File: src/rtl/nmi_agg_pkg.sv
package nmi_agg_pkg;
  localparam int NSRC = 7;

  localparam int SRC_PIN    = 0;
  localparam int SRC_OSC    = 1;
  localparam int SRC_SW     = 2;
  localparam int SRC_WDT    = 3;
  localparam int SRC_TAMPER = 4;
  localparam int SRC_BORA   = 5;
  localparam int SRC_BORD   = 6;

  typedef enum logic [1:0] {
    SEL_CAUSE  = 2'd0,
    SEL_LOCK   = 2'd1,
    SEL_COMMIT = 2'd2,
    SEL_PINCFG = 2'd3
  } reg_sel_e;
endpackage

File: src/rtl/nmi_sync.sv
module nmi_sync #(
  parameter int STAGES = 2
) (
  input  logic clk,
  input  logic rst_n,
  input  logic d_i,
  output logic q_o
);
  logic [STAGES-1:0] chain_q;
  logic [STAGES-1:0] chain_d;

  always_comb begin
    chain_d = {chain_q[STAGES-2:0], d_i};
  end

  always_ff @(posedge clk or negedge rst_n) begin
    if (!rst_n) chain_q <= '0;
    else        chain_q <= chain_d;
  end

  assign q_o = chain_q[STAGES-1];
endmodule

File: src/rtl/nmi_edge_det.sv
module nmi_edge_det #(
  parameter int N = 7
) (
  input  logic         clk,
  input  logic         rst_n,
  input  logic [N-1:0] level_i,
  output logic [N-1:0] rise_o
);
  logic [N-1:0] prev_q;

  for (genvar i = 0; i < N; i++) begin : g_bit
    always_ff @(posedge clk or negedge rst_n) begin
      if (!rst_n) prev_q[i] <= 1'b0;
      else        prev_q[i] <= level_i[i];
    end
    assign rise_o[i] = level_i[i] & ~prev_q[i];
  end
endmodule

File: src/rtl/nmi_lock_ctrl.sv
module nmi_lock_ctrl
  import nmi_agg_pkg::*;
#(
  parameter int          DW  = 32,
  parameter logic [DW-1:0] KEY = 32'hA5C3_1E7D
) (
  input  logic          clk,
  input  logic          rst_n,
  input  logic          wr_i,
  input  reg_sel_e      sel_i,
  input  logic [DW-1:0] wdata_i,
  output logic          locked_o,
  output logic          commit_o,
  output logic          pin_en_o
);
  logic locked_q, locked_d;
  logic commit_q, commit_d;
  logic pin_en_q, pin_en_d;

  always_comb begin
    locked_d = locked_q;
    commit_d = commit_q;
    pin_en_d = pin_en_q;
    if (wr_i) begin
      unique case (sel_i)
        SEL_LOCK:   locked_d = (wdata_i != KEY);
        SEL_COMMIT: if (!locked_q) commit_d = wdata_i[0];
        SEL_PINCFG: if (commit_q)  pin_en_d = wdata_i[0];
        default:    ;
      endcase
    end
  end

  always_ff @(posedge clk or negedge rst_n) begin
    if (!rst_n) begin
      locked_q <= 1'b1;
      commit_q <= 1'b0;
      pin_en_q <= 1'b0;
    end else begin
      locked_q <= locked_d;
      commit_q <= commit_d;
      pin_en_q <= pin_en_d;
    end
  end

  assign locked_o = locked_q;
  assign commit_o = commit_q;
  assign pin_en_o = pin_en_q;

  // commit write ignored while locked
  a_r8_commit_locked: assert property (@(posedge clk) disable iff (!rst_n)
    (wr_i && sel_i == SEL_COMMIT && locked_q) |=> $stable(commit_q));
  // a wrong key always leaves the block locked
  a_r8_relock: assert property (@(posedge clk) disable iff (!rst_n)
    (wr_i && sel_i == SEL_LOCK && wdata_i != KEY) |=> locked_q);
  // pin-enable write ignored without commit
  a_r9_pincfg_guard: assert property (@(posedge clk) disable iff (!rst_n)
    (wr_i && sel_i == SEL_PINCFG && !commit_q) |=> $stable(pin_en_q));
endmodule

File: src/rtl/nmi_cause_reg.sv
module nmi_cause_reg #(
  parameter int N = 7
) (
  input  logic         clk,
  input  logic         rst_n,
  input  logic [N-1:0] evt_i,
  input  logic         clr_wr_i,
  input  logic [N-1:0] clr_data_i,
  output logic [N-1:0] cause_o,
  output logic         nmi_o
);
  logic [N-1:0] cause_q, cause_d, keep_mask;

  always_comb begin
    keep_mask = clr_wr_i ? clr_data_i : {N{1'b1}};
    cause_d   = (cause_q & keep_mask) | evt_i;
  end

  always_ff @(posedge clk or negedge rst_n) begin
    if (!rst_n) cause_q <= '0;
    else        cause_q <= cause_d;
  end

  assign cause_o = cause_q;
  assign nmi_o   = |cause_q;

  // every event lands in its bit, whatever the clear did
  a_r5_event_wins: assert property (@(posedge clk) disable iff (!rst_n)
    (evt_i != '0) |=> ((cause_q & $past(evt_i)) == $past(evt_i)));
  // no bit appears without an event
  a_r2_no_spurious: assert property (@(posedge clk) disable iff (!rst_n)
    1'b1 |=> ((cause_q & ~$past(cause_q) & ~$past(evt_i)) == '0));
  // bits written with 0 and not re-triggered are cleared
  a_r4_w0c: assert property (@(posedge clk) disable iff (!rst_n)
    clr_wr_i |=> ((cause_q & ~$past(clr_data_i) & ~$past(evt_i)) == '0));
  // request holds while no clearing write occurs
  a_r3_hold: assert property (@(posedge clk) disable iff (!rst_n)
    (nmi_o && !clr_wr_i) |=> nmi_o);
endmodule

File: src/rtl/nmi_aggregator.sv
module nmi_aggregator
  import nmi_agg_pkg::*;
#(
  parameter int            DW          = 32,
  parameter int            SYNC_STAGES = 2,
  parameter logic [DW-1:0] UNLOCK_KEY  = 32'hA5C3_1E7D
) (
  input  logic          clk,
  input  logic          rst_n,
  input  logic          pin_async_i,
  input  logic          osc_fail_i,
  input  logic          sw_nmi_i,
  input  logic          wdt_timeout_i,
  input  logic          wdt_nmi_mode_i,
  input  logic          tamper_i,
  input  logic          bor_analog_i,
  input  logic          bor_digital_i,
  input  logic          reg_wr_i,
  input  logic [1:0]    reg_sel_i,
  input  logic [DW-1:0] reg_wdata_i,
  output logic [DW-1:0] reg_rdata_o,
  output logic          nmi_o
);
  localparam int PAD = DW - NSRC;

  reg_sel_e     sel;
  logic         pin_sync;
  logic         locked, commit, pin_en;
  logic [NSRC-1:0] level, rise, cause;
  logic         cause_wr;

  assign sel = reg_sel_e'(reg_sel_i);

  nmi_sync #(.STAGES(SYNC_STAGES)) u_pin_sync (
    .clk(clk), .rst_n(rst_n), .d_i(pin_async_i), .q_o(pin_sync)
  );

  nmi_lock_ctrl #(.DW(DW), .KEY(UNLOCK_KEY)) u_lock (
    .clk(clk), .rst_n(rst_n), .wr_i(reg_wr_i), .sel_i(sel),
    .wdata_i(reg_wdata_i), .locked_o(locked), .commit_o(commit),
    .pin_en_o(pin_en)
  );

  always_comb begin
    level             = '0;
    level[SRC_PIN]    = pin_sync & pin_en;
    level[SRC_OSC]    = osc_fail_i;
    level[SRC_SW]     = sw_nmi_i;
    level[SRC_WDT]    = wdt_timeout_i & wdt_nmi_mode_i;
    level[SRC_TAMPER] = tamper_i;
    level[SRC_BORA]   = bor_analog_i;
    level[SRC_BORD]   = bor_digital_i;
  end

  nmi_edge_det #(.N(NSRC)) u_edge (
    .clk(clk), .rst_n(rst_n), .level_i(level), .rise_o(rise)
  );

  assign cause_wr = reg_wr_i && (sel == SEL_CAUSE);

  nmi_cause_reg #(.N(NSRC)) u_cause (
    .clk(clk), .rst_n(rst_n), .evt_i(rise), .clr_wr_i(cause_wr),
    .clr_data_i(reg_wdata_i[NSRC-1:0]), .cause_o(cause), .nmi_o(nmi_o)
  );

  always_comb begin
    unique case (sel)
      SEL_CAUSE:  reg_rdata_o = {{PAD{1'b0}}, cause};
      SEL_LOCK:   reg_rdata_o = {{(DW-1){1'b0}}, locked};
      SEL_COMMIT: reg_rdata_o = {{(DW-1){1'b0}}, commit};
      default:    reg_rdata_o = {{(DW-1){1'b0}}, pin_en};
    endcase
  end

  // watchdog bit cannot rise while watchdog is not in NMI mode
  a_r6_wdt_mode: assert property (@(posedge clk) disable iff (!rst_n)
    (!cause[SRC_WDT] && !wdt_nmi_mode_i) |=> !cause[SRC_WDT]);
  // pin bit cannot rise while the pin is disabled
  a_r7_pin_gate: assert property (@(posedge clk) disable iff (!rst_n)
    (!cause[SRC_PIN] && !pin_en) |=> !cause[SRC_PIN]);
endmodule

File: config.mk
export PLATFORM = sky130hd
export DESIGN_NAME = nmi_aggregator
export DESIGN_NICKNAME = d
export VERILOG_FILES = /design/src/rtl/nmi_agg_pkg.sv /design/src/rtl/nmi_sync.sv /design/src/rtl/nmi_edge_det.sv /design/src/rtl/nmi_lock_ctrl.sv /design/src/rtl/nmi_cause_reg.sv /design/src/rtl/nmi_aggregator.sv
export SDC_FILE = /design/constraint.sdc
export NUM_CORES = 1
export LEC_CHECK = 0
export BUFFER_PORTS_ARGS = -buffer_cell sky130_fd_sc_hd__buf_2
export CORE_ASPECT_RATIO = 0.75
export CORE_MARGIN = 4
export CORE_UTILIZATION = 42
export DETAILED_ROUTE_END_ITERATION = 12
export PLACE_DENSITY = 0.87
export SKIP_LAST_GASP = 1
export SLEW_MARGIN = 10
export SYNTH_ARGS = -nofsm -noshare
export SYNTH_HDL_FRONTEND = slang
export SYNTH_SLANG_ARGS = --single-unit
File: constraint.sdc
create_clock -name clk -period 2.8 [get_ports clk]
set_input_delay 0.56 -clock clk [delete_from_list [all_inputs] [get_ports clk]]
set_output_delay 0.56 -clock clk [all_outputs]
set_load 0.02 [all_outputs]
Word-level counts from Yosys, hierarchy flattened
Index checks and enable logic that the tools add are counted.
- bits in registers: 19
- output and inout port bits: 33
- input bits: 45
- bitwise gates (word level): 19
- muxes and demuxes: 2
- reduce and logical (&&, ||, !) cells: 6
- eq/ne operators: 4
- operators by type and width (kind ; count):
    32-bit != test (second input constant) ; 1
    7-bit case mux with 3 select lines ; 1
    1-bit bitwise AND ; 9
    1-bit NOT ; 8
    7-bit bitwise AND ; 1
    7-bit 2-to-1 mux ; 1
    7-bit bitwise OR ; 1
    7-bit OR reduction ; 1
    3-bit AND reduction ; 2
    2-bit == test (second input constant) ; 2
    2-bit by 1-bit == test with 1-bit output (second input constant) ; 1
    2-bit logical NOT ; 1
    2-bit AND reduction ; 1
    1-bit logical AND ; 1

Logic depth before layout (Yosys ltp)
- depth in word-level cells: 5
- depth in mapped cells: 3
- mapped depth without buffers: 3

By module
A second synthesis with hierarchy kept.
- cells, all modules: 99
- area, all modules: 1154.9 µm²
- by module, submodules not included (module ; sequential area each (µm²) ; area an instance (µm²) ; cells an instance ; times used):
    nmi_aggregator ; 0.0 ; 294.0 ; 38 ; 1
    nmi_cause_reg ; 175.2 ; 286.5 ; 24 ; 1
    nmi_edge_det ; 175.2 ; 271.5 ; 14 ; 1
    nmi_lock_ctrl ; 76.3 ; 252.7 ; 21 ; 1
    nmi_sync ; 50.0 ; 50.0 ; 2 ; 1

Worst setup path after synthesis
OpenSTA, ideal clock, no wires.
- path kind: input to output
- start point: input port reg_sel_i[1]
- end point: output port reg_rdata_o[0]
- slack: 1.134 ns
- cell stages on the path: 1
- data arrival time: 1.106 ns
- buffers on the path: 0
- path through: mux4_2
- word-level cells in the longest chain between the ends: 2
- elaborated cells on any way between the ends: 4
- those cells by class: eq/ne: 2; mux: 1; reduce/logical: 1
- ends and longest elaborated chain (item ; RTL line ; text):
    start, declared ; nmi_aggregator.sv:19 ; input logic [1:0] reg_sel_i,
    2-bit == test, or another cell as far along ; nmi_aggregator.sv:67 ; unique case (sel)
    7-bit case mux with 3 select lines (*) ; nmi_aggregator.sv:67 ;
    end, declared ; nmi_aggregator.sv:21 ; output logic [DW-1:0] reg_rdata_o,
Mark *: on every way between the ends. The rest lies on a longest branch, timed or not.

Worst setup path in the final report
- start point: input port reg_sel_i[1]
- end point: output port reg_rdata_o[1]
The elaborated chain is that of the path after synthesis.

==> results.sh <==
export IMPL_synth_edf_count=0
export IMPL_grt_pass1_vias=819
export IMPL_timing_rr_start="u_lock.locked_o$_DFFE_PN1P_"
export IMPL_critPathTopFamily="simple AND/OR/NAND/NOR gates"
export IMPL_nNetsFinal=199
export IMPL_coreArea_mm2=0.00231
export IMPL_grt_max_degree=20
export IMPL_drc_errors=0
export IMPL_synthCells=98
export IMPL_power_density_mw_per_mm2=487
export IMPL_synth_seq_cells=19
export IMPL_async_flop_share_pct=100
export IMPL_num_rows=15
export IMPL_layout_common_cells="buf_2, conb_1, dfrtp_1"
export IMPL_setup_tns_ns=0
export IMPL_end_kind="output pin"
export IMPL_drive_above_1_share_pct=40.5
export IMPL_hpwl_um=1960
export IMPL_critPathArrivalTime_ns=1.37
export IMPL_drt_total_wl_um=2330
export IMPL_cts_buffers_inserted=3
export IMPL_final_common_cell="buf_2"
export IMPL_crit_buf_inv=2
export IMPL_p_leak_nw=0.651
export IMPL_avgRoutedWirePerCell_um=12.4
export IMPL_postCtsSetupRepairBufs=0
export IMPL_antenna_left=0
export IMPL_antenna_cells=0
export IMPL_hp_class="in2async"
export IMPL_r2r_setup_slack_ns=1.70
export IMPL_ys_seq_area_share_pct=46.7
export IMPL_synth_cell_types=24
export IMPL_crit_type="in2out"
export IMPL_slowest_delay_ns=0.31
export IMPL_cts_clk_slew_worst_paths_ns=0.11
export IMPL_final_area_mm2=0.00125
export IMPL_maxCapViolations=0
export IMPL_htree_levels=1
export IMPL_status="finished clean"
export IMPL_grt_pass1_wl_um=3650
export IMPL_crit_path_max_fanout=6
export IMPL_die_w_um=64.9
export IMPL_cts_hold_buffers=0
export IMPL_root_buffer="clkbuf_4"
export IMPL_setup_viol=0
export IMPL_finalMaxSlewViolations=0
export IMPL_via_count=813
export IMPL_finalCritPeriodShare_pct=69.1
export IMPL_cts_num_sinks=19
export IMPL_max_freq_ghz=0.517
export IMPL_worstPathRequired_ns=2.24
export IMPL_portBuffers=52
export IMPL_cp_slowest_cell="nor2_1"
export IMPL_start_kind="input pin"
export IMPL_r2r_end="u_lock.commit_o$_DFFE_PN0P_"
export IMPL_setup_slack_ns=0.866
export IMPL_crit_top_cell="buf_2"
export IMPL_rr_worst_depth=3
export IMPL_first_iter_violations=13
export IMPL_antenna_found_initial=0
export IMPL_area_delta_synth_final_pct=22.8
export IMPL_syn_cell_area_mm2=0.00102
export IMPL_clock_skew_ns=0.00994
export IMPL_num_io_pins=78
export IMPL_placed_area_mm2=0.00122
export IMPL_pre_cts_ws_ns=0.861
export IMPL_synth_area_per_cell_um2=10.4
export IMPL_die_h_um=50.7
export IMPL_cts_tree="built"
export IMPL_rsz0062_at_grt="no"
export IMPL_peakVddDrop_v=0.000399
export IMPL_gr_usage_all_layers_pct=14.6
export IMPL_ys_warn_count=0
export IMPL_die_area_mm2=0.00329
export IMPL_worstSkewPairLatency_ns=0.30
export IMPL_synth_ff_type="dfrtp_1"
export IMPL_worstPathCellList="buf_2, nor2_1, and2_1, buf_2"
export IMPL_grt_overflow=0
export IMPL_gp_congestion=0.753
export IMPL_layout_min_cycle_time_ns=1.93
export IMPL_drt_pre_antenna_iters=4
export IMPL_holdWs_ns=0.172
export IMPL_cts_path_max_buffers=2
export IMPL_start_util_pct=44.2
export IMPL_via_per_inst=4.35
export IMPL_hold_viol_final=0
export IMPL_ctsResizeCount=0
==> cell families after synthesis <==
| kind of cell | after synthesis | share of synthesized area, % |
|---|---|---|
| compound gates | 15 | 7.48 |
| simple gates | 28 | 20.0 |
| mux | 3 | 4.42 |
| other cells | 1 | 0.368 |
| flops | 19 | 46.7 |
| buf+inv | 32 | 21.0 |
==> routing by layer <==
layer	vias up	wire length, um	track usage (%)
met1	365	892	16.2
met2	48	1200	27.8
met4	0	0	1.05
met3	0	236	4.92
met5	-	0	0
li1	400	-	-
==> worst register-to-register path: stages, from the launching register on <==
cell and delay [ns]:
dfstp_2 0.55, nor2_1 0.04, nand3_1 0.08, mux2_2 0.32
==> how the worst max path moves through the flow <==
stage | depth (start not counted) | slack [ns] | start | end
after global placement | 3 | 0.89 | reg_sel_i[1] | reg_rdata_o[0]
final | 4 | 0.87 | reg_sel_i[1] | reg_rdata_o[1]
after floorplan | 1 | 1.13 | reg_sel_i[1] | reg_rdata_o[0]
after global routing | 4 | 0.80 | reg_sel_i[1] | reg_rdata_o[1]
after CTS | 4 | 0.86 | reg_sel_i[1] | reg_rdata_o[1]
after detailed placement | 4 | 0.86 | reg_sel_i[1] | reg_rdata_o[1]
==> sequential cells by signal (all words and copies together), names as in the netlist <==
signal,count
u_lock.pin_en_o,1
u_cause.cause_o,7
u_lock.locked_o,1
u_edge.prev_q,7
u_pin_sync.chain_q,2
u_lock.commit_o,1
==> power by group <==
group          switching [W]  internal, W
registers          0.0000228     0.000309
clock network      0.0000821    0.0000532
logic              0.0000844    0.0000584
total               0.000189     0.000420
==> cell usage after synthesis, types with 2 or more instances <==
cell,n,area share (%)
nor4_1,2,1.2
nand4b_1,3,2.6
or4bb_1,2,2.2
and2_1,6,3.7
mux2_2,2,2.2
o21ai_0,13,6.4
nand2_1,3,1.1
buf_4,25,18
dfrtp_1,18,44
inv_1,7,2.6
nor2_1,3,1.1
nand4bb_1,2,2.2
==> area by class of cell <==
| class | count | area, um^2 |
|---|---|---|
| sequential | 19 | 477 |
| clock buffer | 3 | 22.5 |
| tap | 34 | 42.5 |
| timing repair buffer | 52 | 260 |
| inverter | 7 | 26.3 |
| clock inverter | 1 | 5.00 |
| fill | 204 | 1060 |
| multi-input combinational | 71 | 419 |
==> stage by stage <==
step | cells | power, W | utilization [%]
2_1_floorplan | 122 | 0.000442 | -
3_5_place_dp | 183 | 0.000480 | 53.1
5_1_grt | 187 | 0.000651 | 54.3
4_1_cts | 187 | 0.000614 | 54.3
6_report | 187 | 0.000610 | 54.3
3_3_place_gp | 183 | 0.000472 | 53.1
No activity file was read; power rests on OpenSTA's default activity.
